===== src/rtl/dma_rf_pkg.sv =====
// Shared definitions for the DMA register file.
// Assumes the low three address bits select an operation in the upper space.
package dma_rf_pkg;

    typedef enum logic [2:0] {
        OP_STAT_CMD  = 3'b000,
        OP_REQ       = 3'b001,
        OP_CMD_MASK1 = 3'b010,
        OP_MODE      = 3'b011,
        OP_FLAG      = 3'b100,
        OP_TMP_MCLR  = 3'b101,
        OP_CNT_MCLR0 = 3'b110,
        OP_MASK_ALL  = 3'b111
    } reg_op_e;

endpackage


===== src/rtl/dma_strobe_detect.sv =====
// Turns the asynchronous host strobes into single-cycle read and write events.
// Assumes the strobes are already synchronous to clk or held for at least two cycles.
module dma_strobe_detect (
    input  logic clk,
    input  logic rst_n,
    input  logic cs_n,
    input  logic rd_n,
    input  logic wr_n,
    output logic rd_ev,
    output logic wr_ev
);
    logic rd_lvl, wr_lvl, rd_q, wr_q;

    assign rd_lvl = !cs_n && !rd_n && wr_n;
    assign wr_lvl = !cs_n && !wr_n && rd_n;
    assign rd_ev  = rd_lvl && !rd_q;
    assign wr_ev  = wr_lvl && !wr_q;

    // Remember the previous qualified level so that only its first cycle acts.
    always_ff @(posedge clk) begin
        if (!rst_n) begin
            rd_q <= 1'b0;
            wr_q <= 1'b0;
        end else begin
            rd_q <= rd_lvl;
            wr_q <= wr_lvl;
        end
    end

    AST_ONE_RD_EVENT: assert property (@(posedge clk) disable iff (!rst_n)
        rd_ev |=> !rd_ev);
    AST_ONE_WR_EVENT: assert property (@(posedge clk) disable iff (!rst_n)
        wr_ev |=> !wr_ev);

endmodule


===== src/rtl/dma_ctrl_regs.sv =====
// Command, status, request, temporary, flag, mask and data-width state.
// Also decodes the master-clear action.
// Assumes rd_ev and wr_ev are single-cycle events that never occur together.
module dma_ctrl_regs
    import dma_rf_pkg::*;
#(
    parameter int DW  = 8,
    parameter int NCH = 4
) (
    input  logic           clk,
    input  logic           rst_n,
    input  logic           rd_ev,
    input  logic           wr_ev,
    input  logic [3:0]     addr,
    input  logic [DW-1:0]  din,
    input  logic           wide_enter,
    input  logic           tmp_load,
    input  logic [DW-1:0]  tmp_data,
    input  logic [DW-1:0]  stat_set,
    output logic [DW-1:0]  cmd_q,
    output logic [DW-1:0]  stat_q,
    output logic [NCH-1:0] req_q,
    output logic [DW-1:0]  tmp_q,
    output logic           ff_q,
    output logic [NCH-1:0] mask_q,
    output logic [NCH-1:0] dw_q,
    output logic           wide_q,
    output logic           mclr
);
    localparam int CH_W = $clog2(NCH);

    reg_op_e    op;
    logic       hi_space, wr_hit, rd_hit;
    logic [CH_W-1:0] ch_sel;

    assign op       = reg_op_e'(addr[2:0]);
    assign hi_space = addr[3];
    assign wr_hit   = wr_ev && hi_space;
    assign rd_hit   = rd_ev && hi_space;
    assign ch_sel   = din[CH_W-1:0];
    assign mclr     = wr_hit && (op == OP_TMP_MCLR);

    // Command byte: loaded by a write to the status/command address.
    always_ff @(posedge clk) begin
        if (!rst_n || mclr)                   cmd_q <= '0;
        else if (wr_hit && op == OP_STAT_CMD) cmd_q <= din;
    end

    // Status byte: accumulates bits reported by the transfer engine.
    always_ff @(posedge clk) begin
        if (!rst_n || mclr) stat_q <= '0;
        else                stat_q <= stat_q | stat_set;
    end

    // Request bits: a write sets or clears one channel.
    always_ff @(posedge clk) begin
        if (!rst_n || mclr)              req_q <= '0;
        else if (wr_hit && op == OP_REQ) req_q[ch_sel] <= din[2];
    end

    // Temporary byte: holds the last byte moved by the transfer engine.
    always_ff @(posedge clk) begin
        if (!rst_n || mclr) tmp_q <= '0;
        else if (tmp_load)  tmp_q <= tmp_data;
    end

    // Byte-pointer flag: a read strobe sets it, a write strobe clears it.
    always_ff @(posedge clk) begin
        if (!rst_n || mclr)               ff_q <= 1'b0;
        else if (rd_hit && op == OP_FLAG) ff_q <= 1'b1;
        else if (wr_hit && op == OP_FLAG) ff_q <= 1'b0;
    end

    // 16-bit mode flag: entered from the stub, left only by master clear.
    always_ff @(posedge clk) begin
        if (!rst_n || mclr) wide_q <= 1'b0;
        else if (wide_enter) wide_q <= 1'b1;
    end

    // Mask and data-width bits: single, all-at-once and clear-all writes.
    always_ff @(posedge clk) begin
        if (!rst_n || mclr) begin
            mask_q <= '1;
            dw_q   <= '0;
        end else if (wr_hit) begin
            case (op)
                OP_CMD_MASK1: begin
                    if (wide_q && din[3]) dw_q <= din[DW-1 -: NCH];
                    else                  mask_q[ch_sel] <= din[2];
                end
                OP_CNT_MCLR0: mask_q <= '0;
                OP_MASK_ALL:  mask_q <= din[NCH-1:0];
                default: ;
            endcase
        end
    end

    AST_MCLR_STATE: assert property (@(posedge clk) disable iff (!rst_n)
        mclr |=> (mask_q == '1 && !wide_q && cmd_q == '0 && req_q == '0 && !ff_q));
    AST_CLRMASK_KEEPS_DW: assert property (@(posedge clk) disable iff (!rst_n)
        (wr_hit && op == OP_CNT_MCLR0) |=> (mask_q == '0 && $stable(dw_q)));
    AST_DW_FROZEN_NARROW: assert property (@(posedge clk) disable iff (!rst_n)
        !wide_q |=> $stable(dw_q));
    AST_FLAG_SET: assert property (@(posedge clk) disable iff (!rst_n)
        (rd_hit && op == OP_FLAG) |=> ff_q);

endmodule


===== src/rtl/dma_mode_bank.sv =====
// Per-channel mode bytes with a rolling read-back counter.
// Assumes mode_rd and cnt_clr are single-cycle events; cnt_clr wins over mode_rd.
module dma_mode_bank #(
    parameter int DW  = 8,
    parameter int NCH = 4
) (
    input  logic          clk,
    input  logic          rst_n,
    input  logic          mode_wr,
    input  logic          mode_rd,
    input  logic          cnt_clr,
    input  logic [DW-1:0] din,
    output logic [DW-1:0] rd_byte
);
    localparam int CH_W = $clog2(NCH);

    logic [DW-1:0]   mode_q [NCH];
    logic [CH_W-1:0] cnt_q;

    for (genvar i = 0; i < NCH; i++) begin : g_mode
        // Mode byte of channel i: written when the data selects this channel.
        always_ff @(posedge clk) begin
            if (!rst_n)                                    mode_q[i] <= '0;
            else if (mode_wr && din[CH_W-1:0] == CH_W'(i)) mode_q[i] <= din;
        end
    end

    // Read-back counter: advances after each mode read and wraps at the last channel.
    always_ff @(posedge clk) begin
        if (!rst_n || cnt_clr) cnt_q <= '0;
        else if (mode_rd)      cnt_q <= (cnt_q == CH_W'(NCH - 1)) ? '0 : cnt_q + 1'b1;
    end

    assign rd_byte = mode_q[cnt_q];

    AST_CNT_STEP: assert property (@(posedge clk) disable iff (!rst_n)
        (mode_rd && !cnt_clr) |=> (cnt_q == (($past(cnt_q) == CH_W'(NCH - 1)) ? '0 : $past(cnt_q) + 1'b1)));
    AST_CNT_CLEAR: assert property (@(posedge clk) disable iff (!rst_n)
        cnt_clr |=> (cnt_q == '0));

endmodule


===== src/rtl/dma_regfile_top.sv =====
// Host register file and command decoder of a four-channel DMA controller.
// Assumes a synchronous host bus; read data is latched on the strobe's first edge.
module dma_regfile_top
    import dma_rf_pkg::*;
#(
    parameter int DW  = 8,
    parameter int NCH = 4
) (
    input  logic           clk,
    input  logic           rst_n,
    input  logic           cs_n,
    input  logic           rd_n,
    input  logic           wr_n,
    input  logic [3:0]     addr,
    input  logic [DW-1:0]  din,
    output logic [DW-1:0]  dout,
    input  logic           wide_enter,
    input  logic           tmp_load,
    input  logic [DW-1:0]  tmp_data,
    input  logic [DW-1:0]  stat_set,
    output logic [DW-1:0]  cmd_q,
    output logic [NCH-1:0] req_q,
    output logic [NCH-1:0] mask_q,
    output logic [NCH-1:0] dw_q,
    output logic           wide_q,
    output logic           ff_q
);
    localparam int PAD = DW - NCH;

    logic          rd_ev, wr_ev, mclr, mode_rd, mode_wr, cnt_clr;
    logic [DW-1:0] stat_q, tmp_q, mode_byte;
    reg_op_e       op;

    assign op      = reg_op_e'(addr[2:0]);
    assign mode_rd = rd_ev && addr[3] && op == OP_MODE;
    assign mode_wr = wr_ev && addr[3] && op == OP_MODE;
    assign cnt_clr = mclr || (rd_ev && addr[3] && op == OP_CNT_MCLR0);

    dma_strobe_detect u_strobe (
        .clk   (clk),
        .rst_n (rst_n),
        .cs_n  (cs_n),
        .rd_n  (rd_n),
        .wr_n  (wr_n),
        .rd_ev (rd_ev),
        .wr_ev (wr_ev)
    );

    dma_ctrl_regs #(.DW(DW), .NCH(NCH)) u_regs (
        .clk        (clk),
        .rst_n      (rst_n),
        .rd_ev      (rd_ev),
        .wr_ev      (wr_ev),
        .addr       (addr),
        .din        (din),
        .wide_enter (wide_enter),
        .tmp_load   (tmp_load),
        .tmp_data   (tmp_data),
        .stat_set   (stat_set),
        .cmd_q      (cmd_q),
        .stat_q     (stat_q),
        .req_q      (req_q),
        .tmp_q      (tmp_q),
        .ff_q       (ff_q),
        .mask_q     (mask_q),
        .dw_q       (dw_q),
        .wide_q     (wide_q),
        .mclr       (mclr)
    );

    dma_mode_bank #(.DW(DW), .NCH(NCH)) u_mode (
        .clk     (clk),
        .rst_n   (rst_n),
        .mode_wr (mode_wr),
        .mode_rd (mode_rd),
        .cnt_clr (cnt_clr),
        .din     (din),
        .rd_byte (mode_byte)
    );

    // Read data latch: captures the addressed value on a read event; action reads hold.
    always_ff @(posedge clk) begin
        if (!rst_n) begin
            dout <= '0;
        end else if (rd_ev) begin
            if (!addr[3]) begin
                dout <= '0;
            end else begin
                case (op)
                    OP_STAT_CMD:  dout <= stat_q;
                    OP_REQ:       dout <= {{PAD{1'b0}}, req_q};
                    OP_CMD_MASK1: dout <= cmd_q;
                    OP_MODE:      dout <= mode_byte;
                    OP_TMP_MCLR:  dout <= tmp_q;
                    OP_MASK_ALL:  dout <= {(wide_q ? dw_q : {NCH{1'b0}}), mask_q};
                    default: ;
                endcase
            end
        end
    end

    AST_DOUT_HOLD: assert property (@(posedge clk) disable iff (!rst_n)
        !rd_ev |=> $stable(dout));
    AST_LOW_SPACE_ZERO: assert property (@(posedge clk) disable iff (!rst_n)
        (rd_ev && !addr[3]) |=> (dout == '0));

endmodule


===== config.mk =====
export PLATFORM = sky130hd
export DESIGN_NAME = dma_regfile_top
export DESIGN_NICKNAME = d
export VERILOG_FILES = /design/src/rtl/dma_rf_pkg.sv /design/src/rtl/dma_strobe_detect.sv /design/src/rtl/dma_ctrl_regs.sv /design/src/rtl/dma_mode_bank.sv /design/src/rtl/dma_regfile_top.sv
export SDC_FILE = /design/constraint.sdc
export NUM_CORES = 1
export LEC_CHECK = 0
export CAP_MARGIN = 20
export CORE_ASPECT_RATIO = 0.75
export CORE_MARGIN = 8
export CORE_UTILIZATION = 57
export CTS_CLUSTER_DIAMETER = 40
export DETAILED_ROUTE_END_ITERATION = 8
export PLACE_DENSITY = 0.95
export SYNTH_ARGS = -nofsm -noshare
export SYNTH_HDL_FRONTEND = slang
export SYNTH_SLANG_ARGS = --single-unit

===== constraint.sdc =====
create_clock -name clk -period 4.75 [get_ports clk]
set_clock_uncertainty 0.15 [all_clocks]
set_input_delay 1.425 -clock clk [delete_from_list [all_inputs] [get_ports clk]]
set_output_delay 1.425 -clock clk [all_outputs]
set_load 0.05 [all_outputs]

# Word-level counts from Yosys, hierarchy flattened
# Memory sizes are Yosys's and may differ from the RTL's. A register that Yosys moved wholly into a read port is not among the register bits.
# Cells that the tools add are included.
dict set report totals {
  ram_bits 32
  mem_bits_ro 0
  register_bits 50
  latchBits 0
  mem_count 1
  input_bits 35
  word_cells 103
}
dict set report classes {
  bitwise 5
  mux 31
  shifts 0
  n_mul 0
  eq_ne 13
  reduce_logical 38
  n_div 0
  add_sub_neg 1
  n_lt_le_gt_ge 2
}
# memory words width read_ports rd_ports_with_merged_regs write_ports line_no
set memory_table {}
lappend memory_table {u_mode.mode_q 4 8 1 1 4 dma_mode_bank.sv:17} ;# logic [DW-1:0] mode_q [NCH];
# cell n
set ops {}
lappend ops {{$pmux 8 s6} 1}
lappend ops {{$mux 8} 5}
lappend ops {{$logic_and 1x1->1} 22}
lappend ops {{$mux 1} 16}
lappend ops {{$eq 3x3->1 const B} 4}
lappend ops {{$pmux 4 s3} 1}
lappend ops {{$bwmux 4} 2}
lappend ops {{$mux 4} 2}
lappend ops {{$or 8x8->8} 1}
lappend ops {{$ne 7x1->1 const B} 1}
lappend ops {{$eq 2x2->1 const B} 3}
lappend ops {{$eq 3x2->1 const B} 2}
lappend ops {{$logic_not 1->1} 6}
lappend ops {{$mux 2} 3}
lappend ops {{$reduce_and 3->1} 2}
lappend ops {{$or 1x1->1} 4}
lappend ops {{$eq 3x1->1 const B} 1}
lappend ops {{$logic_not 3->1} 1}
lappend ops {{$logic_or 1x1->1} 3}
lappend ops {{$lt 2x3->1 const B} 1}
lappend ops {{$reduce_bool 3->1} 1}
lappend ops {{$add 2x1->2 const B} 1}
lappend ops {{$demux 1 s2} 1}
lappend ops {{$eq 2x1->1 const B} 1}
lappend ops {{5 further kinds} 5}

# Depth between registers and ports, before layout
dict set report depth {
  depth_word 11
  mapped_depth 7
}

# Modules after synthesis
# From an unflattened synthesis, not the netlist that was laid out.
dict set report unflattened {
  hier_cells 370
  area_unflattened_um2 3966.3
}
# mod cells_per_inst area_each_um2 seq_area_each_um2 n_inst
set by_module_without_submodules {}
lappend by_module_without_submodules {dma_mode_bank 93 1542.7 1041.0 1}
lappend by_module_without_submodules {dma_ctrl_regs 155 1519.0 760.7 1}
lappend by_module_without_submodules {dma_regfile_top 116 822.0 160.2 1}
lappend by_module_without_submodules {dma_strobe_detect 6 82.6 40.0 1}

# Worst setup path after synthesis
# No wires, ideal clock.
dict set report synth_timing {
  kind {input-to-reg}
  start {in addr[2]}
  end {mem u_mode.mode_q[0][0] (enable)}
  path_buffers 2
  setup_time_ns 0.384
  t_arrival_ns 2.709
  slack_ns 1.507
  stages 5
  path_cell_list {clkbuf_1 -> and3b_1 -> buf_2 -> nand3_1 -> o21ai_0}
}
# item line_no
set synth_rtl {}
lappend synth_rtl {{start: declaration} dma_regfile_top.sv:14} ;# input logic [3:0] addr,
lappend synth_rtl {{end: declaration} dma_mode_bank.sv:17}

# Final worst setup path
dict set report layout_timing {
  start {in addr[3]}
  end {reg u_regs.cmd_q[3]}
}
dict set report layout_via {
  elab_chain_cells 3
  elab_cells_between_ends 4
  cone_classes {reduce/logical (4)}
}
# item line_no
set layout_lines {}
lappend layout_lines {{$logic_and 1x1->1 *} dma_ctrl_regs.sv:38} ;# assign wr_hit = wr_ev && hi_space;
lappend layout_lines {{$logic_and 1x1->1} dma_ctrl_regs.sv:41} ;# assign mclr = wr_hit && (op == OP_TMP_MCLR);
lappend layout_lines {{$logic_or 1x1->1} dma_ctrl_regs.sv:45} ;# if (!rst_n || mclr) cmd_q <= '0;
lappend layout_lines {{end signal: assignment} dma_ctrl_regs.sv:46} ;# else if (wr_hit && op == OP_STAT_CMD) cmd_q <= din;
lappend layout_lines {{end: declaration} dma_ctrl_regs.sv:20} ;# output logic [DW-1:0] cmd_q,
# Every way passes the cells marked *; elsewhere a longest branch is shown, timed or not.
# A chain may end at the register's enable or synchronous reset.

==> flow_summary.yaml <==
run:
  cap_violations: 0
route:
  drcViolationCount: 0
  drt_iter0_drc: 332
  ant_nets: 0
  viasPerCell: 6.002
  dr.pass1.iters: 5
  via_count: 3085
  wire_per_inst_um: 19.27
  drt-total-wl_um: 9907
yosys:
  synth_top_cell_by_area: "dfxtp_1"
  avgSynthCellArea_um2: 10.59
  netlist_top_cells_area: "dfxtp_1 (27%), edfxtp_1 (25%), mux2i_1 (6.8%)"
  synth_top_area_share_pct: 27.23
  ys.flop_type: "dfxtp_1"
  ys_seq_area_share_pct: 52.37
  synth_seq_cells: 84
  synth-edff-count: 32
  synth-async-reset-ratio_pct: 0
  postSynthCellCount: 361
  yosys_warnings: 0
  synthesis.area_um2: 3822
  synth.distinct_cells: 54
sta:
  fin_tns_setup_ns: 0
  worstMarginPinSlew_ns: 0.6849
  period_share_pct: 78.30
  slew_headroom_pct: 54.24
  min_period_ns: 3.719
  rsz0062_at_grt: "no"
  max_freq_mhz: 268.9
  final_hold_viol_count: 0
  drv_slew: 0
  finalSetupViolCount: 0
finish:
  nNetsFinal: 460
  fin_cells: 514
  areaGrowthSynthToFinish_pct: 23.47
  drive_gt1_share_pct: 9.790
place:
  dp_hpwl_um: 7241
  place_inst: 497
  place_congestion: 0.8837
  port-buffer-count: 64
clock_network:
  cts_resized: 0
  cts_hold_buffers: 0
  cts-root-buf: "clkbuf_8"
  cts_tree: "done"
  insertion_delay_ns: 0.35
  path_clk_slew_ns: 0.08
  cts_buffer_depth: 2
  post_cts_buffers: 0
  h-tree-depth: 3
  clkSinkCount: 84
  cts-buffers-inserted: 9
setup_path:
  worstSetupPathType: "primary input to flop"
  cp-end-kind: "flop"
  cp-start-kind: "primary input"
  required_ns: 4.85
  cp_max_fo: 8
  worstPathArrival_ns: 3.82
global_route:
  grt_use_met3_pct: 7.851
  antenna_found_initial: 1
  top_usage_layer: "met2"
  grt_pass1_wl_um: 15410
  grt_max_degree: 36
  track_usage_pct: 20.33
  met2_usage_pct: 31.86
  grtUsageMet1_pct: 24.87
  grt_pass1_vias: 2923
  gr-total-overflow: 0
die:
  fp.dieW_um: 110.6
  rows: 26
  die-area_um2: 9610
  start_util_pct: 57.60
  fp.dieH_um: 86.92
  io_pins: 65
  core-area_um2: 6636
power:
  irDropWorstVdd_mv: 0.1947
  power_density_nw_per_um2: 301.4
  p_clk_share_pct: 35.0
  swShare_pct: 24.67
  p_int_mw: 1.072
  power_frac_comb_pct: 10.3
  power_switching_mw: 0.3510
  p_leak_nw: 1.753
  seqPwrFrac_pct: 54.7
status:
  outcome: "completed"
hold_path:
  hold_class: "flop to flop"
[worst max-delay path: stages]
cell             delay (ns)
clkdlybuf4s50_1        0.66
nor2b_1                0.62
nand4b_1               0.66
mux2i_1                0.39
nor2_1                 0.06
[synthesized netlist by cell type, drive strengths merged (2+ instances only)]
master   n
a21oi   15
o211ai   4
nor3     2
and4b    2
nor2    54
o22ai    4
o21ai   14
nor2b    6
nand2   30
nand3    3
mux4     8
o21a     3
a221oi   6
mux2i   26
buf     12
a211oi   4
a22o     2
clkbuf  12
o31ai    9
edfxtp  32
nor4b    2
or2      2
inv      4
nor3b    2
nand4    6
nand2b   2
dfxtp   52
mux2     2
and2    25
nand4b   2
[power by group through the flow]
stage | Clock, mW | Sequential [mW] | Combinational (mW)
final | 0.498 | 0.778 | 0.146
after global routing | 0.526 | 0.780 | 0.157
after CTS | 0.502 | 0.778 | 0.144
after detailed placement | 0 | 0.795 | 0.143
after global placement | 0 | 0.793 | 0.139
after floorplan | 0 | 0.798 | 0.0755
[sequential cells by signal (all words and copies together) (netlist names), named ones only]
signal / flops
dout: 8
u_mode.cnt_q: 2
u_mode.mode_q: 32
u_regs.cmd_q: 8
u_regs.dw_q: 4
u_regs.ff_q: 1
u_regs.mask_q: 4
u_regs.req_q: 4
u_regs.stat_q: 8
u_regs.tmp_q: 8
u_regs.wide_q: 1
u_strobe.rd_q: 1
u_strobe.wr_q: 1
[metrics by stage]
step	power (mW)	hold slack [ns]	util, %	cell area [µm²]	worst slack, ns
floorplan	0.8735	0.2849	-	3834	1.507
global placement	0.9319	0.2891	68.18	4524	0.9005
detailed placement	0.9374	0.3052	68.18	4524	0.7949
CTS	1.424	0.3250	71.08	4717	1.149
global route	1.463	0.3525	71.08	4717	1.001
finish	1.423	0.3203	71.12	4720	1.031
[logic make-up after synthesis]
kind of cell    Yosys count  synth area share [%]
buf+inv                  28                 3.600
flops                    84                 52.37
compound gates           66                 11.62
fa+ha+maj                 1                0.3273
other cells               1               0.09811
mux                      36                 12.11
simple gates            145                 19.87
[worst paths after layout]
path,cells past startpoint,slack (ns),from,endpoint
setup / recovery,5,1.03,addr[3],u_regs.cmd_q[3]$_SDFFE_PP0P_
hold / removal,2,0.32,dout[7]$_SDFFE_PN0P_,dout[7]$_SDFFE_PN0P_
setup reg to reg,4,2.52,u_strobe.wr_q$_SDFF_PN0_,u_regs.cmd_q[3]$_SDFFE_PP0P_
hold reg to reg,2,0.32,dout[7]$_SDFFE_PN0P_,dout[7]$_SDFFE_PN0P_
[routing by layer]
| layer | wire length (µm) | vias to the layer above |
|---|---|---|
| met2 | 4593 | 181 |
| met5 | 10 | - |
| met4 | 253 | 2 |
| met3 | 884 | 29 |
| met1 | 4165 | 1438 |
| li1 | - | 1435 |
[area by class of cell]
cell class              instances  area (µm²)
multi-input cells             252        1694
flip-flops and latches         84        2002
well taps                      84       105.1
fillers                       486        1917
diodes                          1       2.502
clock inverters                 6       65.06
inverters                       4       15.01
clock buffers                  10       127.6
repair buffers                 73       708.2
[cells in the final DEF (no fill, tap or decap), types with 4 or more instances in the layout]
cell type        instances
o211ai_1                 4
and2_1                  25
dfxtp_1                 52
a21oi_1                 15
o31ai_1                  9
nor2b_1                  6
mux2i_1                 26
inv_1                    4
o21ai_0                 13
a221oi_1                 6
nor2_1                  52
buf_4                    9
conb_1                   4
clkdlybuf4s50_1         64
o22ai_1                  4
edfxtp_1                32
mux4_2                   8
a211oi_1                 4
nand4_1                  5
nand2_1                 30
clkbuf_8                 9
Power figures use the tool's default switching activity.
